## src/rtl/castdrop_pkg.sv

```systemverilog
package castdrop_pkg;

  typedef enum logic {
    MODE_L2 = 1'b0,
    MODE_IP = 1'b1
  } parse_mode_e;

  typedef enum logic [1:0] {
    IPK_NONE = 2'd0,
    IPK_V4   = 2'd1,
    IPK_V6   = 2'd2
  } ip_kind_e;

  // class mask bit positions (read port order follows these)
  localparam int KIND_L2M = 0;
  localparam int KIND_L2B = 1;
  localparam int KIND_L3M = 2;
  localparam int KIND_L3B = 3;
  localparam int NKIND    = 4;

  // header byte positions
  localparam int IDX_W      = 6;
  localparam int IDX_MAX    = (1 << IDX_W) - 1;
  localparam int MAC_LAST   = 5;
  localparam int ETYPE_HI   = 12;
  localparam int ETYPE_LO   = 13;
  localparam int ETH_LEN    = 14;
  localparam int V4_DST_OFF = 16;
  localparam int V6_DST_OFF = 24;

  function automatic ip_kind_e kind_from_ethertype(input logic [15:0] et);
    case (et)
      16'h0800: return IPK_V4;
      16'h86DD: return IPK_V6;
      default:  return IPK_NONE;
    endcase
  endfunction

  function automatic ip_kind_e kind_from_version(input logic [7:0] b0);
    case (b0[7:4])
      4'h4:    return IPK_V4;
      4'h6:    return IPK_V6;
      default: return IPK_NONE;
    endcase
  endfunction

  // header index of the most significant destination-address byte
  function automatic logic [IDX_W-1:0] dst_top_index(input parse_mode_e md,
                                                     input ip_kind_e    kd);
    logic [IDX_W-1:0] base;
    logic [IDX_W-1:0] off;
    base = (md == MODE_L2) ? IDX_W'(ETH_LEN) : '0;
    off  = (kd == IPK_V6) ? IDX_W'(V6_DST_OFF) : IDX_W'(V4_DST_OFF);
    return base + off;
  endfunction

  function automatic logic l3_is_mcast(input ip_kind_e kd, input logic [7:0] b);
    return ((kd == IPK_V4) && (b[7:4] == 4'hE)) ||
           ((kd == IPK_V6) && (b == 8'hFF));
  endfunction

  function automatic logic l3_is_bcast(input ip_kind_e kd, input logic [7:0] b);
    return (kd == IPK_V4) && (b == 8'hFF);
  endfunction

endpackage

```

## src/rtl/castdrop_parser.sv

```systemverilog
module castdrop_parser
  import castdrop_pkg::*;
#(
  parameter int PORT_W = 3
) (
  input  logic              clk,
  input  logic              rst_n,
  input  logic              hdr_valid,
  input  logic              hdr_sop,
  input  logic [7:0]        hdr_byte,
  input  logic              hdr_mode,
  input  logic [PORT_W-1:0] hdr_port,
  input  logic              hdr_eoh,
  input  logic              hdr_drop,
  output logic              ev_valid,
  output logic [PORT_W-1:0] ev_port,
  output logic [NKIND-1:0]  ev_mask,
  output logic              ev_mode
);

  logic [IDX_W-1:0]  idx_q;
  parse_mode_e       mode_q;
  logic [PORT_W-1:0] port_q;
  ip_kind_e          kind_q;
  logic              da_ones_q;
  logic              da_full_q;
  logic              mc_bit_q;
  logic [7:0]        et_hi_q;
  logic              l3m_q;
  logic              l3b_q;

  // named per-byte events
  logic first_byte;
  logic next_byte;
  logic in_mac;
  logic at_mac_last;
  logic at_et_hi;
  logic at_et_lo;
  logic at_dst;
  logic byte_ones;

  assign first_byte  = hdr_valid && hdr_sop;
  assign next_byte   = hdr_valid && !hdr_sop;
  assign byte_ones   = (hdr_byte == 8'hFF);
  assign in_mac      = next_byte && (mode_q == MODE_L2) && (idx_q <= IDX_W'(MAC_LAST));
  assign at_mac_last = in_mac && (idx_q == IDX_W'(MAC_LAST));
  assign at_et_hi    = next_byte && (mode_q == MODE_L2) && (idx_q == IDX_W'(ETYPE_HI));
  assign at_et_lo    = next_byte && (mode_q == MODE_L2) && (idx_q == IDX_W'(ETYPE_LO));
  assign at_dst      = next_byte && (kind_q != IPK_NONE) &&
                       (idx_q == dst_top_index(mode_q, kind_q));

  always_ff @(posedge clk) begin
    if (!rst_n) begin
      idx_q     <= '0;
      mode_q    <= MODE_L2;
      port_q    <= '0;
      kind_q    <= IPK_NONE;
      da_ones_q <= 1'b0;
      da_full_q <= 1'b0;
      mc_bit_q  <= 1'b0;
      et_hi_q   <= '0;
      l3m_q     <= 1'b0;
      l3b_q     <= 1'b0;
    end else if (first_byte) begin
      idx_q     <= IDX_W'(1);
      mode_q    <= parse_mode_e'(hdr_mode);
      port_q    <= hdr_port;
      kind_q    <= hdr_mode ? kind_from_version(hdr_byte) : IPK_NONE;
      da_ones_q <= !hdr_mode && byte_ones;
      da_full_q <= 1'b0;
      mc_bit_q  <= hdr_byte[0];
      et_hi_q   <= '0;
      l3m_q     <= 1'b0;
      l3b_q     <= 1'b0;
    end else if (next_byte) begin
      idx_q <= (idx_q == IDX_W'(IDX_MAX)) ? idx_q : idx_q + 1'b1;
      if (in_mac)      da_ones_q <= da_ones_q && byte_ones;
      if (at_mac_last) da_full_q <= 1'b1;
      if (at_et_hi)    et_hi_q   <= hdr_byte;
      if (at_et_lo)    kind_q    <= kind_from_ethertype({et_hi_q, hdr_byte});
      if (at_dst) begin
        l3m_q <= l3_is_mcast(kind_q, hdr_byte);
        l3b_q <= l3_is_bcast(kind_q, hdr_byte);
      end
    end
  end

  // classification of the header seen so far
  logic [NKIND-1:0] cls_mask;
  always_comb begin
    cls_mask           = '0;
    cls_mask[KIND_L2B] = (mode_q == MODE_L2) && da_full_q && da_ones_q;
    cls_mask[KIND_L2M] = (mode_q == MODE_L2) && da_full_q && mc_bit_q && !da_ones_q;
    cls_mask[KIND_L3M] = l3m_q;
    cls_mask[KIND_L3B] = l3b_q;
  end

  // latch the result at end of header
  always_ff @(posedge clk) begin
    if (!rst_n) begin
      ev_valid <= 1'b0;
      ev_port  <= '0;
      ev_mask  <= '0;
      ev_mode  <= 1'b0;
    end else begin
      ev_valid <= hdr_eoh && hdr_drop;
      if (hdr_eoh) begin
        ev_port <= port_q;
        ev_mask <= cls_mask;
        ev_mode <= mode_q;
      end
    end
  end

endmodule

```

## src/rtl/castdrop_bank.sv

```systemverilog
module castdrop_bank
  import castdrop_pkg::*;
#(
  parameter int PORT_W = 3,
  parameter int CNT_W  = 32
) (
  input  logic                        clk,
  input  logic                        rst_n,
  input  logic                        ev_valid,
  input  logic [PORT_W-1:0]           ev_port,
  input  logic [NKIND-1:0]            ev_mask,
  input  logic                        rd_en,
  input  logic [PORT_W-1:0]           rd_port,
  input  logic                        rd_clear,
  output logic                        rd_valid,
  output logic [NKIND-1:0][CNT_W-1:0] rd_cnt
);

  localparam int NUM_PORTS = 1 << PORT_W;
  localparam int NCNT      = NUM_PORTS * NKIND;

  // clear wins over the stored value; an increment in the same cycle survives
  function automatic logic [CNT_W-1:0] cnt_next(input logic [CNT_W-1:0] cur,
                                                input logic inc,
                                                input logic clr);
    if (clr) return inc ? CNT_W'(1) : '0;
    return inc ? cur + 1'b1 : cur;
  endfunction

  logic [NCNT*CNT_W-1:0] cnt_flat;

  for (genvar p = 0; p < NUM_PORTS; p++) begin : g_port
    logic port_inc;
    logic port_clr;
    assign port_inc = ev_valid && (ev_port == PORT_W'(p));
    assign port_clr = rd_en && rd_clear && (rd_port == PORT_W'(p));
    for (genvar k = 0; k < NKIND; k++) begin : g_kind
      logic [CNT_W-1:0] cnt_q;
      always_ff @(posedge clk) begin
        if (!rst_n) cnt_q <= '0;
        else        cnt_q <= cnt_next(cnt_q, port_inc && ev_mask[k], port_clr);
      end
      assign cnt_flat[(p*NKIND+k)*CNT_W +: CNT_W] = cnt_q;
    end
  end

  always_ff @(posedge clk) begin
    if (!rst_n) begin
      rd_valid <= 1'b0;
      rd_cnt   <= '0;
    end else begin
      rd_valid <= rd_en;
      if (rd_en) begin
        for (int k = 0; k < NKIND; k++) begin
          rd_cnt[k] <= cnt_flat[(int'(rd_port)*NKIND+k)*CNT_W +: CNT_W];
        end
      end
    end
  end

endmodule

```

## src/rtl/castdrop_stat.sv

```systemverilog
module castdrop_stat
  import castdrop_pkg::*;
#(
  parameter int PORT_W = 3,
  parameter int CNT_W  = 32
) (
  input  logic              clk,
  input  logic              rst_n,
  input  logic              hdr_valid,
  input  logic              hdr_sop,
  input  logic [7:0]        hdr_byte,
  input  logic              hdr_mode,
  input  logic [PORT_W-1:0] hdr_port,
  input  logic              hdr_eoh,
  input  logic              hdr_drop,
  input  logic              rd_en,
  input  logic [PORT_W-1:0] rd_port,
  input  logic              rd_clear,
  output logic              rd_valid,
  output logic [CNT_W-1:0]  rd_l2_mcast,
  output logic [CNT_W-1:0]  rd_l2_bcast,
  output logic [CNT_W-1:0]  rd_l3_mcast,
  output logic [CNT_W-1:0]  rd_l3_bcast
);

  logic                        ev_valid;
  logic [PORT_W-1:0]           ev_port;
  logic [NKIND-1:0]            ev_mask;
  logic                        ev_mode;
  logic [NKIND-1:0][CNT_W-1:0] rd_cnt;

  castdrop_parser #(.PORT_W(PORT_W)) u_parser (
    .clk       (clk),
    .rst_n     (rst_n),
    .hdr_valid (hdr_valid),
    .hdr_sop   (hdr_sop),
    .hdr_byte  (hdr_byte),
    .hdr_mode  (hdr_mode),
    .hdr_port  (hdr_port),
    .hdr_eoh   (hdr_eoh),
    .hdr_drop  (hdr_drop),
    .ev_valid  (ev_valid),
    .ev_port   (ev_port),
    .ev_mask   (ev_mask),
    .ev_mode   (ev_mode)
  );

  castdrop_bank #(.PORT_W(PORT_W), .CNT_W(CNT_W)) u_bank (
    .clk      (clk),
    .rst_n    (rst_n),
    .ev_valid (ev_valid),
    .ev_port  (ev_port),
    .ev_mask  (ev_mask),
    .rd_en    (rd_en),
    .rd_port  (rd_port),
    .rd_clear (rd_clear),
    .rd_valid (rd_valid),
    .rd_cnt   (rd_cnt)
  );

  assign rd_l2_mcast = rd_cnt[KIND_L2M];
  assign rd_l2_bcast = rd_cnt[KIND_L2B];
  assign rd_l3_mcast = rd_cnt[KIND_L3M];
  assign rd_l3_bcast = rd_cnt[KIND_L3B];

endmodule

```

## config.mk

```make
export PLATFORM = sky130hd
export DESIGN_NAME = castdrop_stat
export DESIGN_NICKNAME = d
export VERILOG_FILES = /design/src/rtl/castdrop_pkg.sv /design/src/rtl/castdrop_parser.sv /design/src/rtl/castdrop_bank.sv /design/src/rtl/castdrop_stat.sv
export SDC_FILE = /design/constraint.sdc
export NUM_CORES = 2
export LEC_CHECK = 0
export BUFFER_PORTS_ARGS = -buffer_cell sky130_fd_sc_hd__buf_2
export CORE_MARGIN = 4
export CORE_UTILIZATION = 30
export CTS_CLUSTER_SIZE = 10
export DETAILED_ROUTE_END_ITERATION = 16
export SKIP_LAST_GASP = 1
export SLEW_MARGIN = 20
export SYNTH_ARGS = -nofsm -noshare
export SYNTH_HDL_FRONTEND = slang
export SYNTH_HIERARCHICAL = 1
export SYNTH_SLANG_ARGS = --single-unit
```

## constraint.sdc

```tcl
create_clock -name clk -period 6.3 [get_ports clk]
set_input_delay 0.315 -clock clk [delete_from_list [all_inputs] [get_ports clk]]
set_output_delay 0.315 -clock clk [all_outputs]
set_load 0.05 [all_outputs]
```

==> reports/metrics.cfg <==
[route]
viasPerCell=5.63
drt-wirelength-per-cell_um=20.8
drtIter0Drc=4904
drc=0
totalWireLength_um=200000
num_vias=54200
ant_nets=0
drt_first_pass_iters=6

[cells_and_area]
drive_gt1_share_pct=10.3
stdcell_count=9620
ff_latch_area_mm2=0.0237
nFillCells=20600
syn_to_final_growth_pct=12.5
mostFrequentLayoutCells=dfxtp_1, nor2_1, a21oi_1, nand2_1, o21ai_0
final_area_mm2=0.0688
final_common_cell=dfxtp_1
fin_nets=6941
multi_input_area_mm2=0.0356

[setup_path]
r2r_setup_slack_ps=2730
critPathSlowestCell=or4_1
max_stage_delay_ps=850
critPathRequiredTime_ps=7010
crit_type=reg -> reg
start_kind=flip-flop
cpMostUsedCell=or4_1
endpoint_kind=flip-flop
critPathArrivalTime_ps=4280
cp_max_fo=16
r2r_cells=5
r2r_end=u_bank/g_port[6].g_kind[1].cnt_q[30]$_SDFFE_PN0P_
path_cells=and4b_1, a22oi_1, or4_1, or4_1, a21oi_1
timing.rr.start=u_parser/ev_port[1]$_SDFFE_PN0P_

[min_path]
hold_end=u_parser/mode_q$_SDFFE_PN0P_
hold_class=in -> reg
hold_path_depth=4
min_from=hdr_mode

[global_routing]
gr-usage-met2_pct=28.5
grt_pass1_vias=50200
grt_max_degree=141
grt_util_met1_pct=24.5
busiest_layer=met2
grt_remaining_overflow=0
grt_util_met3_pct=3.11
grt_pass1_wl_um=306000
antenna_found_initial=11
grtUsageTotal_pct=18.2

[clock_tree]
h-tree-depth=4
clk_pin_slew_ps=60
cts_buffer_depth=3
clock-root-buffer=clkbuf_16
cts_tree=built
cts_buffers=142
cts_setup_buffers=0
clk_latency_ps=800
cts_num_sinks=1186

[placement]
port-buffer-count=151
placedInstanceArea_mm2=0.0644
place_congestion=0.892
pre_cts_ws_ps=2360
dp.cells=9391
dp_hpwl_um=146000

[pwr]
power_density_mw_per_mm2=232
p_leak_nw=21.3
peakVddDrop_mv=0.337

[sta]
setup_viol=0
worst_slack_ps=2730
final_hold_viol_count=0
grt_setup_unrepaired=false
period_share_pct=56.7
fin_worst_skew_ps=40.8
worst_pin_slew_ps=1130
fin_tns_setup_ps=0
maxSlewViolCount=0
fmax_mhz=280
relSlewSlack_pct=24.4
fin_crit_ps=3570

[floorplan]
die_w_um=460
io_pins=152
coreArea_mm2=0.203
fp-row-count=165
dieHeight_um=460
start_util_pct=30.2
die_area_mm2=0.211

[synth]
syn-num-nets=6960
syn_avg_cell_area_um2=8.87
synthCells=6900
synth_area_mm2=0.0612
yosysWarnings=6

[outcome]
outcome=finished, final reports clean

[flow_run]
maxCapViolations=0

-- registers in the layout (all words and copies together), names as in the netlist, 2 cells and up --
name                        cells
u_parser/idx_q                  6
u_bank/rd_cnt                 128
u_parser/kind_q                 2
u_bank/g_port.g_kind.cnt_q   1024
u_parser/et_hi_q                8
u_parser/ev_mask                4
u_parser/ev_port                3
u_parser/port_q                 3
-- worst max path at each step --
| stage | from | to | slack [ps] | cells past startpoint |
|---|---|---|---|---|
| global placement | rd_en | u_bank/g_port[3].g_kind[1].cnt_q[31]$_SDFFE_PN0P_ | 2470 | 6 |
| global route | u_parser/ev_port[1]$_SDFFE_PN0P_ | u_bank/g_port[6].g_kind[3].cnt_q[24]$_SDFFE_PN0P_ | 2520 | 5 |
| detailed placement | rd_en | u_bank/g_port[6].g_kind[2].cnt_q[24]$_SDFFE_PN0P_ | 2360 | 6 |
| CTS | u_parser/ev_port[1]$_SDFFE_PN0P_ | u_bank/g_port[6].g_kind[1].cnt_q[30]$_SDFFE_PN0P_ | 2840 | 5 |
| floorplan | u_parser/ev_port[2]$_SDFFE_PN0P_ | u_bank/g_port[7].g_kind[2].cnt_q[26]$_SDFFE_PN0P_ | 4040 | 7 |
| finish | u_parser/ev_port[1]$_SDFFE_PN0P_ | u_bank/g_port[6].g_kind[1].cnt_q[30]$_SDFFE_PN0P_ | 2730 | 5 |
-- repair_timing --
| action | CTS | global route |
|---|---|---|
| hold buffers | 17 | 0 |
| hold endpoints to repair | 25 | 0 |
| gates resized for setup | 0 | 0 |
-- stage by stage --
| stage | hold WS (ps) | util, % | power [W] |
|---|---|---|---|
| final | 72.9 | 34.0 | 0.0160 |
| after global routing | 78.7 | 34.0 | 0.0165 |
| after global placement | 452 | 31.8 | 0.00848 |
| after floorplan | 429 | - | 0.00825 |
| after CTS | 13.4 | 33.9 | 0.0161 |
| after detailed placement | 458 | 31.8 | 0.00849 |
-- worst max-delay path, delay by kind of cell, from the launching register on --
| kind | cells | cell delay, ps |
|---|---|---|
| flip-flops | 1 | 750 |
| AND/OR/NAND/NOR | 3 | 2120 |
| AO/OA/AOI/OAI | 2 | 590 |
-- power by group --
part           switching, W  internal [W]  total [W]
sequential        0.0000488       0.00755    0.00760
combinational      0.000561      0.000181   0.000743
clock               0.00336       0.00426    0.00762
-- final cells by class --
| type | instances | share of cell area, % |
|---|---|---|
| Antenna cell | 5 | 0.0182 |
| Sequential cell | 1186 | 34.5 |
| Clock inverter | 17 | 0.405 |
| Timing Repair Buffer | 243 | 2.26 |
| Inverter | 124 | 0.676 |
| Clock buffer | 189 | 5.58 |
| Tap cell | 2672 | 4.86 |
| Multi-Input combinational cell | 5184 | 51.7 |
-- routing by layer --
layer	share of wire, %	wire [µm]	vias up
met5	0.012	24	-
met3	6.9	13800	398
met1	43	86300	26500
met4	5.1	10200	4
li1	-	-	25300
met2	45	89600	1977
No activity file was read; power rests on OpenSTA's default activity.
